### src/rtl/vid_ref_stepper.sv
module vid_ref_stepper #(
  parameter int VID_W    = 5,
  parameter int HOLD_CYC = 1,
  parameter int STEP_CYC = 2
) (
  input  logic             clk,
  input  logic             rst_n,
  input  logic             cyc_start,
  input  logic [VID_W-1:0] vid_code,
  output logic [VID_W-1:0] setpt,
  output logic             tgt_valid,
  output logic             shdn_req,
  output logic             ramp_busy
);
  localparam logic [VID_W-1:0] OFF_CODE = '1;
  localparam logic [VID_W-1:0] TOP_IDX  = OFF_CODE - 1'b1;
  localparam int HW = $clog2(HOLD_CYC + 1);
  localparam int SW = $clog2(STEP_CYC + 1);

  logic [VID_W-1:0] samp_q, acc_q, sp_q;
  logic [HW-1:0]    hold_cnt;
  logic [SW-1:0]    step_cnt;
  logic             busy_q;

  wire seen_new = cyc_start && (vid_code != samp_q);
  wire accept   = cyc_start && !seen_new && (samp_q != acc_q) && (hold_cnt == HW'(HOLD_CYC - 1));
  wire [VID_W-1:0] new_tgt = TOP_IDX - samp_q;
  wire [VID_W-1:0] cur_tgt = TOP_IDX - acc_q;
  wire [VID_W-1:0] sp_next = (cur_tgt > sp_q) ? sp_q + 1'b1 : sp_q - 1'b1;
  wire step_due = (step_cnt == SW'(STEP_CYC - 1));

  always_ff @(posedge clk) begin
    if (!rst_n) begin
      samp_q   <= OFF_CODE;
      acc_q    <= OFF_CODE;
      sp_q     <= '0;
      busy_q   <= 1'b0;
      hold_cnt <= '0;
      step_cnt <= '0;
    end else if (cyc_start) begin
      if (seen_new) begin
        samp_q   <= vid_code;
        hold_cnt <= '0;
      end else if (samp_q != acc_q && !accept) begin
        hold_cnt <= hold_cnt + 1'b1;
      end

      if (accept) begin
        acc_q    <= samp_q;
        step_cnt <= '0;
        hold_cnt <= '0;
        if (samp_q == OFF_CODE) begin
          busy_q <= 1'b0;
        end else if (acc_q == OFF_CODE) begin
          sp_q   <= new_tgt;
          busy_q <= 1'b0;
        end else begin
          busy_q <= (new_tgt != sp_q);
        end
      end else if (busy_q) begin
        if (step_due) begin
          step_cnt <= '0;
          sp_q     <= sp_next;
          busy_q   <= (sp_next != cur_tgt);
        end else begin
          step_cnt <= step_cnt + 1'b1;
        end
      end
    end
  end

  assign setpt     = sp_q;
  assign tgt_valid = (acc_q != OFF_CODE);
  assign shdn_req  = (acc_q == OFF_CODE);
  assign ramp_busy = busy_q;


  setpt_only_on_strobe_chk: assert property (@(posedge clk) disable iff (!rst_n)
    !cyc_start |=> $stable(setpt));


  single_step_chk: assert property (@(posedge clk) disable iff (!rst_n)
    (tgt_valid && $past(tgt_valid)) |->
      (setpt == $past(setpt) || setpt == $past(setpt) + 1'b1 || setpt == $past(setpt) - 1'b1));


  busy_needs_target_chk: assert property (@(posedge clk) disable iff (!rst_n)
    ramp_busy |-> tgt_valid);


  idle_at_target_chk: assert property (@(posedge clk) disable iff (!rst_n)
    (tgt_valid && !ramp_busy) |-> (setpt == cur_tgt));


  accept_on_strobe_chk: assert property (@(posedge clk) disable iff (!rst_n)
    $rose(tgt_valid) |-> $past(cyc_start));
endmodule

### config.mk
export PLATFORM = sky130hd
export DESIGN_NAME = vid_ref_stepper
export DESIGN_NICKNAME = d
export VERILOG_FILES = /design/src/rtl/vid_ref_stepper.sv
export SDC_FILE = /design/constraint.sdc
export NUM_CORES = 1
export LEC_CHECK = 0
export CORE_MARGIN = 2
export CORE_UTILIZATION = 46
export CTS_BUF_LIST = sky130_fd_sc_hd__clkbuf_16
export DETAILED_ROUTE_END_ITERATION = 12
export GPL_TIMING_DRIVEN = 0
export PLACE_DENSITY = 0.77
export SLEW_MARGIN = 20
export SYNTH_ARGS = -nofsm -noshare
export SYNTH_HDL_FRONTEND = slang
export SYNTH_SLANG_ARGS = --single-unit
### constraint.sdc
create_clock -name clk -period 3.2 [get_ports clk]
set_clock_uncertainty 0.15 [all_clocks]
set_input_delay 0.96 -clock clk [delete_from_list [all_inputs] [get_ports clk]]
set_output_delay 0.96 -clock clk [all_outputs]
set_load 0.03 [all_outputs]
==> flow_summary.json <==
{
  "run_status": "complete, but fails checks",
  "violations": "negative setup slack",
  "ir_worst_vdd_mv": 0.425,
  "overflow": 0,
  "ys_types": 40,
  "ys_warn_count": 0,
  "clk_pin_slew_ps": 60,
  "slew_violations": 0,
  "yosysMostFrequentCell": "dfxtp_1",
  "synth-xor-area-share_pct": 19.0,
  "io_buffers": 14,
  "min_period_ps": 3270,
  "syn_area_per_cell_um2": 8.97,
  "synth_edf_count": 0,
  "cp-start-kind": "register",
  "power.density_nw_per_um2": 323,
  "cts_root_buffer": "clkbuf_16",
  "cpMostUsedCell": "ha_1",
  "initial_utilization_pct": 48.0,
  "cap_violations": 0,
  "ios": 16,
  "drc": 0,
  "crit_slowest_cell": "dfxtp_4",
  "synth_mux_area_share_pct": 10.6,
  "synth_top_family_by_area": "XOR/XNOR gates",
  "reg2regPathDepth": 15,
  "drive_gt1_share_pct": 22.2,
  "synth_common_cells": "dfxtp_1 (19), nand2_1 (18), xor2_1 (17)",
  "ys_top_cells_by_area": "dfxtp_1 (26%), ha_1 (10%), xor2_1 (10%)",
  "required_ps": 3180,
  "worstMarginPinSlew_ps": 537,
  "p_sw_share_pct": 25.2,
  "wl_um": 3370,
  "ff_latch_area_um2": 389,
  "fin_util_pct": 63.3,
  "synth_fa_ha_area_share_pct": 11.7,
  "worstReg2RegEnd": "ramp_busy",
  "power_switching_mw": 0.156,
  "design.core.area_um2": 3030,
  "synth_area_leader_cell": "dfxtp_1",
  "ys_async_sr_fraction_pct": 0,
  "fp.dieH_um": 60.2,
  "htree_num_levels": 1,
  "fin_crit_sh_pct": 102,
  "synth_simple_gate_area_share_pct": 17.9,
  "fill_cells": 248,
  "synth-compound-area-share_pct": 7.66,
  "via_count": 1210,
  "synth_cells": 162,
  "first_pass_iters": 4,
  "cts_tree": "done",
  "crit_path_cell_trace": "ha_4 -> nand3_4 -> xor2_2 -> ha_1 -> nand4_1 -> or2_4 -> o21ai_4 -> buf_6 -> ha_1 -> a21oi_1 -> nand2_1 -> xor2_1 -> xnor2_1 -> a311oi_1 -> or3_1",
  "sequentialPowerShare_pct": 39.6,
  "via_per_inst": 5.19,
  "crit_fanout": 4,
  "yosysSeqAreaShare_pct": 26.2,
  "synth-main-ff-cell": "dfxtp_1",
  "grt_pass1_wl_um": 5580,
  "cts_hold_buffers": 0,
  "r2r_start": "acc_q[1]",
  "setup_ws_ps": -70.2,
  "nets": 211,
  "relSlewSlack_pct": 64.2,
  "syn_nets": 183,
  "cts_max_path_buffers": 2,
  "hold_depth": 1,
  "critPathMaxStageDelay_ps": 380,
  "rrSetupSlack_ps": -70,
  "placed_area_um2": 1690,
  "hold_path_end": "hold_cnt",
  "rsz0062_at_grt": "yes",
  "worstHoldPathType": "register to register",
  "finalNonFillerCells": 233,
  "grt_pass1_vias": 1228,
  "antennaDiodeCount": 0,
  "ys_ff_latch": 19,
  "synth_area_um2": 1450,
  "combPwrFrac_pct": 18.5,
  "synth_top_area_share_pct": 26.2,
  "die_w_um": 60.2,
  "multi_input_area_um2": 1070,
  "intPower_mw": 0.463,
  "hold_viol": 0,
  "worstPathArrival_ps": 3250,
  "antenna_left": 0,
  "routedWlPerCell_um": 14.5,
  "dp_cells": 220,
  "clkPwrFrac_pct": 42.0,
  "antenna_found_initial": 0,
  "leakagePower_nw": 0.833,
  "finalSetupViolations": 2,
  "dieArea_um2": 3630,
  "fmaxAchievable_ghz": 0.306,
  "cts_buffers": 3,
  "fin_setup_tns_ps": -93.3,
  "std_cell_rows": 20,
  "cts_sinks": 19,
  "place_congestion": 0.860,
  "track_usage_pct": 20.8,
  "final_cell_area_um2": 1920,
  "clkLatencyLatePin_ps": 250,
  "hpwlAfterDp_um": 2510,
  "crit_type": "register to register",
  "end_kind": "register",
  "drt_iter0_markers": 28,
  "hold_start": "hold_cnt",
  "grt_max_degree": 12,
  "syn_to_final_growth_pct": 31.8
}
## what timing repair did
action                                  CTS  global route
endpoints found under the setup margin    2             3
buffers inserted                          6             3
resized for setup                         7             8
pin swaps                                13             4
## critical path, delay by kind of cell, from the launching register on
| kind | cells | cell delay [ps] |
|---|---|---|
| and+or+nand+nor | 5 | 880 |
| adders and majority gates | 3 | 740 |
| xor gates and xnor gates | 3 | 540 |
| DFF | 1 | 380 |
| AOI/OAI and AO/OA | 3 | 320 |
| buffers and inverters | 1 | 130 |
## registers in the layout (all words and copies together) (netlist names)
register,count
acc_q,5
samp_q,5
setpt,5
step_cnt,2
hold_cnt,1
ramp_busy,1
## metal layers
layer	vias to the layer above	track usage, %	share of wire (%)
li1	608	-	-
met1	569	24.5	44
met2	23	36.5	51
met3	10	4.76	2.8
met4	0	7.30	2.8
met5	-	0	0
## final cells by class
class,count,area share (%)
plain buffers,10,3.66
clock buffers,3,3.92
multi-input cells,122,55.8
well taps,44,2.87
flip-flops and latches,19,20.3
inverters,11,2.16
repair buffers,23,11.0
clock inverters,1,0.261
## power groups by stage
stage / Clock (mW) / Sequential, mW / Combinational [mW]
6_report: 0.260 / 0.245 / 0.114
5_1_grt: 0.274 / 0.245 / 0.127
4_1_cts: 0.262 / 0.244 / 0.111
3_5_place_dp: 0 / 0.250 / 0.106
3_3_place_gp: 0 / 0.250 / 0.103
2_1_floorplan: 0 / 0.250 / 0.0777
## worst max path at each step
stage | end | depth (start not counted) | startpoint
2_1_floorplan | ramp_busy | 16 | acc_q[1]
4_1_cts | ramp_busy | 16 | acc_q[0]
5_1_grt | ramp_busy | 16 | acc_q[1]
3_3_place_gp | ramp_busy | 16 | acc_q[1]
3_5_place_dp | ramp_busy | 16 | acc_q[1]
6_report | ramp_busy | 15 | acc_q[1]
## placed cells by master (no fill, tap or decap), types with 3 or more instances in the layout
master	instances
ha_1	10
clkbuf_16	3
nand2_1	18
clkdlybuf4s50_1	14
nor2_1	3
buf_6	3
nand4_1	4
nand3_1	6
clkbuf_1	3
buf_2	3
inv_1	9
xnor2_1	10
dfxtp_1	16
xor2_1	15
a21oi_1	4
mux2i_1	12
buf_4	9
## kinds of logic after synthesis
family	count (synthesis)
and+or+nand+nor	49
xor gates and xnor gates	30
buffers and inverters	21
DFF	19
AOI/OAI and AO/OA	16
muxes	14
adders and majority gates	13
## per-stage QoR
step,power [mW],hold WS [ps],setup WS (ps)
2_1_floorplan,0.328,295,-29.3
3_3_place_gp,0.352,313,-277
3_5_place_dp,0.356,313,-334
4_1_cts,0.617,331,-78.6
5_1_grt,0.646,337,-227
6_report,0.618,333,-70.2
Power figures use the tool's default switching activity.
